**src/rtl/gpio_pkg.sv**
```systemverilog
package gpio_pkg;
  localparam int NPIN      = 5;
  localparam int REG_W     = 8;
  localparam int BIT_MSTR  = 7;
  localparam int BIT_FETCH = 6;
  localparam int BIT_LED   = 5;
  localparam int PIN_MSTR  = 1;
  localparam int PIN_ACT   = 0;
  localparam logic [NPIN-1:0]  UP_MASK  = 5'b00011;
  localparam logic [REG_W-1:0] DIR_RST  = 8'h0F;
endpackage

```
**src/rtl/gpio_regs.sv**
```systemverilog
module gpio_regs #(
  parameter int ADDR_W = 8,
  parameter int REG_W  = 8,
  parameter int NPIN   = 5,
  parameter logic [ADDR_W-1:0] CTRL_ADDR = '0,
  parameter logic [ADDR_W-1:0] DATA_ADDR = 1,
  parameter logic [REG_W-1:0]  DIR_RST   = 8'h0F
) (
  input  logic              clk,
  input  logic              rst,
  input  logic              wr_en,
  input  logic [ADDR_W-1:0] addr,
  input  logic [REG_W-1:0]  wdata,
  output logic [REG_W-1:0]  ctrl_q,
  output logic [NPIN-1:0]   data_q
);
  always_ff @(posedge clk) begin
    if (rst) begin
      ctrl_q <= DIR_RST;
      data_q <= '0;
    end else if (wr_en) begin
      if (addr == CTRL_ADDR) ctrl_q <= wdata;
      if (addr == DATA_ADDR) data_q <= wdata[NPIN-1:0];
    end
  end
endmodule

```
**src/rtl/gpio_sync.sv**
```systemverilog
module gpio_sync #(
  parameter int W      = 5,
  parameter int STAGES = 2
) (
  input  logic         clk,
  input  logic         rst,
  input  logic [W-1:0] d,
  output logic [W-1:0] q
);
  logic [W-1:0] stg [STAGES];
  genvar s;
  generate
    for (s = 0; s < STAGES; s++) begin : g_stg
      always_ff @(posedge clk) begin
        if (rst) stg[s] <= '0;
        else if (s == 0) stg[s] <= d;
        else stg[s] <= stg[(s == 0) ? 0 : s-1];
      end
    end
  endgenerate
  assign q = stg[STAGES-1];
endmodule

```
**src/rtl/gpio_pad_mux.sv**
```systemverilog
module gpio_pad_mux #(
  parameter int NPIN      = 5,
  parameter int REG_W     = 8,
  parameter int BIT_MSTR  = 7,
  parameter int BIT_FETCH = 6,
  parameter int BIT_LED   = 5,
  parameter int PIN_MSTR  = 1,
  parameter int PIN_ACT   = 0,
  parameter logic [NPIN-1:0]  UP_MASK = 5'b00011,
  parameter logic [REG_W-1:0] DIR_RST = 8'h0F
) (
  input  logic             clk,
  input  logic             rst,
  input  logic [REG_W-1:0] ctrl_q,
  input  logic [NPIN-1:0]  data_q,
  input  logic             sts_master,
  input  logic             sts_fetch,
  input  logic             sts_connected,
  input  logic             autoload_busy,
  output logic [NPIN-1:0]  pin_out,
  output logic [NPIN-1:0]  pin_oe,
  output logic [NPIN-1:0]  pull_up,
  output logic [NPIN-1:0]  pull_dn
);
  localparam logic [NPIN-1:0] RST_SAMPLED = ~DIR_RST[NPIN-1:0] ^ {NPIN{1'b1}};

  logic [NPIN-1:0] sampled, ovr, ovr_val;
  logic [NPIN-1:0] out_d, oe_d, up_d, dn_d;
  logic            led_live;

  assign sampled  = ctrl_q[NPIN-1:0];
  assign led_live = ctrl_q[BIT_LED] & ~ctrl_q[BIT_FETCH] & ~autoload_busy;

  always_comb begin
    ovr     = '0;
    ovr_val = '0;
    if (ctrl_q[BIT_MSTR]) begin
      ovr[PIN_MSTR]     = 1'b1;
      ovr_val[PIN_MSTR] = sts_master;
    end
    if (ctrl_q[BIT_FETCH]) begin
      ovr[PIN_ACT]     = 1'b1;
      ovr_val[PIN_ACT] = sts_fetch;
    end else if (led_live) begin
      ovr[PIN_ACT]     = 1'b1;
      ovr_val[PIN_ACT] = sts_connected;
    end
  end

  genvar i;
  generate
    for (i = 0; i < NPIN; i++) begin : g_pin
      assign out_d[i] = ovr[i] ? ovr_val[i] : data_q[i];
      assign oe_d[i]  = ovr[i] | ~sampled[i];
      if (UP_MASK[i]) begin : g_up
        assign up_d[i] = ~oe_d[i];
        assign dn_d[i] = 1'b0;
      end else begin : g_dn
        assign up_d[i] = 1'b0;
        assign dn_d[i] = ~oe_d[i];
      end
    end
  endgenerate

  always_ff @(posedge clk) begin
    if (rst) begin
      pin_out <= '0;
      pin_oe  <= ~RST_SAMPLED;
      pull_up <= RST_SAMPLED & UP_MASK;
      pull_dn <= RST_SAMPLED & ~UP_MASK;
    end else begin
      pin_out <= out_d;
      pin_oe  <= oe_d;
      pull_up <= up_d;
      pull_dn <= dn_d;
    end
  end
endmodule

```
**src/rtl/gpio_pinmux.sv**
```systemverilog
module gpio_pinmux
  import gpio_pkg::*;
#(
  parameter int ADDR_W = 8,
  parameter logic [ADDR_W-1:0] CTRL_ADDR = 8'h00,
  parameter logic [ADDR_W-1:0] DATA_ADDR = 8'h01,
  parameter int SYNC_STAGES = 2
) (
  input  logic              clk,
  input  logic              rst,
  input  logic              wr_en,
  input  logic [ADDR_W-1:0] addr,
  input  logic [REG_W-1:0]  wdata,
  output logic [REG_W-1:0]  rdata,
  input  logic [NPIN-1:0]   pin_in,
  output logic [NPIN-1:0]   pin_out,
  output logic [NPIN-1:0]   pin_oe,
  output logic [NPIN-1:0]   pull_up,
  output logic [NPIN-1:0]   pull_dn,
  input  logic              sts_master,
  input  logic              sts_fetch,
  input  logic              sts_connected,
  input  logic              autoload_busy
);
  logic [REG_W-1:0] ctrl_q;
  logic [NPIN-1:0]  data_q, pin_sync, data_view;

  gpio_regs #(
    .ADDR_W(ADDR_W), .REG_W(REG_W), .NPIN(NPIN),
    .CTRL_ADDR(CTRL_ADDR), .DATA_ADDR(DATA_ADDR), .DIR_RST(DIR_RST)
  ) regs_i (
    .clk(clk), .rst(rst), .wr_en(wr_en), .addr(addr), .wdata(wdata),
    .ctrl_q(ctrl_q), .data_q(data_q)
  );

  gpio_sync #(.W(NPIN), .STAGES(SYNC_STAGES)) sync_i (
    .clk(clk), .rst(rst), .d(pin_in), .q(pin_sync)
  );

  gpio_pad_mux #(
    .NPIN(NPIN), .REG_W(REG_W), .BIT_MSTR(BIT_MSTR), .BIT_FETCH(BIT_FETCH),
    .BIT_LED(BIT_LED), .PIN_MSTR(PIN_MSTR), .PIN_ACT(PIN_ACT),
    .UP_MASK(UP_MASK), .DIR_RST(DIR_RST)
  ) mux_i (
    .clk(clk), .rst(rst), .ctrl_q(ctrl_q), .data_q(data_q),
    .sts_master(sts_master), .sts_fetch(sts_fetch),
    .sts_connected(sts_connected), .autoload_busy(autoload_busy),
    .pin_out(pin_out), .pin_oe(pin_oe), .pull_up(pull_up), .pull_dn(pull_dn)
  );

  assign data_view = (pin_sync & ctrl_q[NPIN-1:0]) | (data_q & ~ctrl_q[NPIN-1:0]);

  always_comb begin
    if (addr == CTRL_ADDR)      rdata = ctrl_q;
    else if (addr == DATA_ADDR) rdata = {{(REG_W-NPIN){1'b0}}, data_view};
    else                        rdata = '0;
  end
endmodule

```
**config.mk**
```make
export PLATFORM = sky130hd
export DESIGN_NAME = gpio_pinmux
export DESIGN_NICKNAME = d
export VERILOG_FILES = /design/src/rtl/gpio_pkg.sv /design/src/rtl/gpio_regs.sv /design/src/rtl/gpio_sync.sv /design/src/rtl/gpio_pad_mux.sv /design/src/rtl/gpio_pinmux.sv
export SDC_FILE = /design/constraint.sdc
export NUM_CORES = 1
export LEC_CHECK = 0
export ABC_AREA = 1
export BUFFER_PORTS_ARGS = -buffer_cell sky130_fd_sc_hd__buf_2
export CAP_MARGIN = 10
export CORE_UTILIZATION = 44
export CTS_CLUSTER_DIAMETER = 100
export DETAILED_ROUTE_END_ITERATION = 10
export PLACE_DENSITY = 0.78
export SYNTH_ARGS = -nofsm -noshare
export SYNTH_HDL_FRONTEND = slang
export SYNTH_HIERARCHICAL = 1
export SYNTH_SLANG_ARGS = --single-unit
```
**constraint.sdc**
```tcl
create_clock -name clk -period 0.95 [get_ports clk]
set_clock_uncertainty 0.2 [all_clocks]
set_input_delay 0.0475 -clock clk [delete_from_list [all_inputs] [get_ports clk]]
set_output_delay 0.0475 -clock clk [all_outputs]
set_load 0.005 [all_outputs]
```
Word-level counts from Yosys, hierarchy flattened
Memory sizes are Yosys's and may differ from the RTL's.
Cells that the tools add are included.
Word-level totals
  memories: 1
  register bits after elaboration: 33
  bits in writable memories: 10
  input bits: 28
  output and inout bits: 28
Memory list
  sync_i.stg: words 2, bits a word 5, rd ports 2, clocked after Yosys merged registers in 0, wr ports 2, RTL line gpio_sync.sv:10  | logic [W-1:0] stg [STAGES];
Operators by class
  reductions and logical operators: 3
  equal/unequal tests: 1
  muxes and demuxes: 15
  bitwise logic cells: 19
Operator list (number)
  two-way mux 5 bit: 3
  two-way mux 1 bit: 11
  AND 5 bit: 2
  NOT 1 bit: 9
  equality test 8 x 1 -> 1 bit, second input constant: 1
  logical NOT 8 bit: 1
  two-way mux 8 bit: 1
  NOT 5 bit: 1
  bitwise OR 5 bit: 1
  bitwise OR 1 bit: 4
  AND reduction 2 bit: 2
  AND 1 bit: 2

Logic depth before layout (Yosys ltp)
  depth after elaboration: 7
  gate-level depth with buffers: 6
  depth with buffers taken out: 6

Cells and area by module
Netlist, hierarchy kept.
Modules (own cells, without submodules)
  gpio_regs: sequential area each 260.2 sq um, instances 1, cells an instance 88, area each 611.8 sq um
  gpio_pad_mux: sequential area each 300.3 sq um, instances 1, cells an instance 56, area each 479.2 sq um
  gpio_sync: sequential area each 200.2 sq um, instances 1, cells an instance 31, area each 286.5 sq um
  gpio_pinmux: sequential area each 0.0 sq um, instances 1, cells an instance 47, area each 220.2 sq um

Worst setup path after synthesis
OpenSTA, ideal clock, no wires.
  path type: input to register
  start: in addr[4]
  end: reg regs_i.ctrl_q[2]
  data arrival time: 0.591 ns
  buffers on the path: 0
  slack: 0.030 ns
  stages on the path: 6
  required time: 0.620 ns
  setup time: 0.130 ns
  path through: nor2_2 nand2_1 nor2_4 nand2_2 nand2_1 nand3_1
On the way
  cells in the longest elaborated chain, start to end: 2
RTL lines
  start, declared: RTL line gpio_pinmux.sv:12  | input logic [ADDR_W-1:0] addr,
  logical NOT 8 bit: RTL line gpio_regs.sv:22  | if (addr == CTRL_ADDR) ctrl_q <= wdata;
  AND reduction 2 bit (no line)
  end signal, assigned: RTL line gpio_regs.sv:22
  end, declared: RTL line gpio_regs.sv:14  | output logic [REG_W-1:0] ctrl_q,
No other way between the ends.
A chain may end at the register's enable or synchronous reset.

Final worst setup path
  start: reg regs_i.ctrl_q[3]
  end: out rdata[3]
On the way
  cells in the longest elaborated chain, start to end: 5
RTL lines
  NOT 5 bit: RTL line gpio_pinmux.sv:51  | assign data_view = (pin_sync & ctrl_q[NPIN-1:0]) | (data_q & ~ctrl_q[NPIN-1:0]);
  AND 5 bit: RTL line gpio_pinmux.sv:51
  bitwise OR 5 bit: RTL line gpio_pinmux.sv:51
  two-way mux 5 bit: RTL line gpio_pinmux.sv:55  | else if (addr == DATA_ADDR) rdata = {{(REG_W-NPIN){1'b0}}, data_view};
  two-way mux 8 bit (*): RTL line gpio_pinmux.sv:54  | if (addr == CTRL_ADDR) rdata = ctrl_q;
  end, declared: RTL line gpio_pinmux.sv:14  | output logic [REG_W-1:0] rdata,
Mark *: on every way between the ends. The rest lies on a longest branch, timed or not.

==> metrics.yaml <==
rows: 21
die_h_um: 62.3
regArea_um2: 788
cts_num_sinks: 38
synth-async-reset-ratio: 0
drtPass1Iterations: 4
fillCellCount: 263
grt_first_pass_wirelength_um: 6150
cts_buffer_depth: 2
drc: 0
peakVddDrop_uv: 634
io_buffers: 50
synth_largest_area_cell: "dfxtp_1"
synth_compound_area_frac: 0.0219
finalNonFillerCells: 363
path_max_fanout: 4
grt_pass1_vias: 1485
ys_types: 17
dp.cells: 333
maxCapViolCount: 0
max_freq_mhz: 724
setup_viol: 60
cts_tree: "done"
post-route-min-period_ns: 1.38
cp-end-kind: "primary output"
leakage_nw: 1.23
antenna_found_initial: 0
hold_slack_ns: -0.0262
power_density_nw_per_um2: 1130
cp.arrival_ns: 1.13
violations: "hold timing, setup timing"
synth_xor_area_frac: 0
rsz0062_at_grt: "yes"
drv_slew: 0
clk_pin_slew_ns: 0.11
clock_latency_ns: 0.34
start_util: 0.468
root_buffer: "clkbuf_4"
synth_common_cells: "inv_1 (43), nand2_1 (41), nor2_1 (41)"
grt_max_degree: 14
avgSynthCellArea_um2: 7.20
ys_seq_area_frac: 0.476
grt-ovfl-total: 0
avgViaCountPerCell: 4.40
start_kind: "flop"
syn_inst: 222
ys_ff_latch: 38
period_share: 1.45
h-tree-depth: 2
synth_area_leaders: "dfxtp_1 (48%), inv_1 (10%), nand2_1 (9.6%)"
drive_gt1_frac: 0.448
synth_most_common_cell: "inv_1"
routed_wirelength_um: 3770
dieArea_um2: 3880
initialDrtViolationCount: 49
drt-wirelength-per-cell_um: 10.4
synth_warnings: 6
status: "complete, but fails checks"
setup-tns-final_ns: -6.58
muxShareOfSynthArea: 0
pre_cts_slack_ns: -0.181
ant_nets: 0
critical_path_required_ns: 0.70
core-area_um2: 3420
synth_ff_type: "dfxtp_1"
nets: 344
multi_input_area_um2: 737
numCtsBuffers: 5
synth-simple-area-share: 0.361
diodes: 0
yosys.area.top_type_share: 0.476
ios: 56
fin_ws_ns: -0.430
synth-adder-area-share: 0
gp_congestion: 0.781
syn_area_um2: 1600
dp_hpwl_um: 2450
finalHoldViolCount: 5
synth_edf_count: 0
worstSetupPathType: "flop to primary output"
vias: 1598
hp-class: "primary input to flop"
grtUsageTotal: 0.205
dieWidth_um: 62.3
synth_top_family_by_area: "simple AND/OR/NAND/NOR gates"
syn2layout_area_growth_pct: 53.8
-- placed cells by master, fill, tap and decap left out, drive strengths merged --
master,n
buf,72
clkinv,1
nor3b,3
nand2,46
clkbuf,7
dfxtp,38
inv,45
dlygate4sd3,18
o21ai,6
conb,5
nand3,22
nor2,53
a21oi,1
-- worst max-delay path, cell delays in order (launching register included) --
cell     delay (ns)
dfxtp_4        0.37
o21ai_1        0.13
nand3_1        0.09
nand2_1        0.09
buf_2          0.11
-- state kept, by name, indices dropped and copies added (netlist names) --
name	cells
sync_i/stg	10
mux_i/pull_dn	3
mux_i/pin_out	5
regs_i/ctrl_q	8
mux_i/pin_oe	5
regs_i/data_q	5
mux_i/pull_up	2
-- kinds of logic after synthesis --
group / Yosys count
AND/OR/NAND/NOR: 124
buffers and inverters: 52
flip-flops: 38
AO/OA/AOI/OAI: 7
other: 1
-- repair_timing --
action | in CTS | in global routing
setup buffers | 3 | 3
hold buffers | 18 | 1
resized for setup | 31 | 39
pin swaps | 17 | 18
endpoints found under the setup margin | 29 | 59
hold endpoints to repair | 38 | 35
-- metrics by stage --
| step | power, W | instance area (um2) | util | hold WS (ns) |
|---|---|---|---|---|
| floorplan | 0.00178 | 1610 | - | -0.0812 |
| global placement | 0.00188 | 2020 | 0.590 | 0.0467 |
| detailed placement | 0.00188 | 2020 | 0.590 | 0.0560 |
| CTS | 0.00278 | 2340 | 0.684 | -0.0344 |
| global route | 0.00292 | 2460 | 0.719 | -0.0343 |
| finish | 0.00277 | 2460 | 0.719 | -0.0262 |
-- power breakdown --
part	internal (W)	switching, W
clock	0.000359	0.000496
combinational	0.000152	0.000150
sequential	0.00160	0.00000799
total	0.00211	0.000654
-- per-layer routing --
layer  vias up  share of wire  GRT usage
li1        837              -          -
met1       699           0.39      0.222
met2        51           0.52      0.361
met3        11          0.051     0.0570
met4         0          0.033      0.110
met5         -              0          0
-- path summary, 6_finish.rpt --
path	start	endpoint	slack, ns	cells after the start
worst max-delay path	regs_i/ctrl_q[3]$_SDFFE_PP1P_	rdata[3]	-0.43	4
worst min-delay path	addr[7]	regs_i/data_q[0]$_SDFFE_PP0P_	-0.03	6
worst max register to register	regs_i/ctrl_q[5]$_SDFFE_PP0P_	mux_i/pin_out[0]$_SDFF_PP0_	-0.12	7
worst min register to register	sync_i/stg[0][3]$_SDFF_PP0_	sync_i/stg[1][3]$_SDFF_PP0_	0.21	2
-- final cells by class --
cell class                 count  share of cell area
sequential                    38               0.321
multi-input combinational    136               0.300
timing repair buffer          90               0.261
inverter                      45              0.0708
tap                           46              0.0234
clock buffer                   7              0.0224
clock inverter                 1             0.00204
Note: power is estimated with default switching activity, not from simulation.
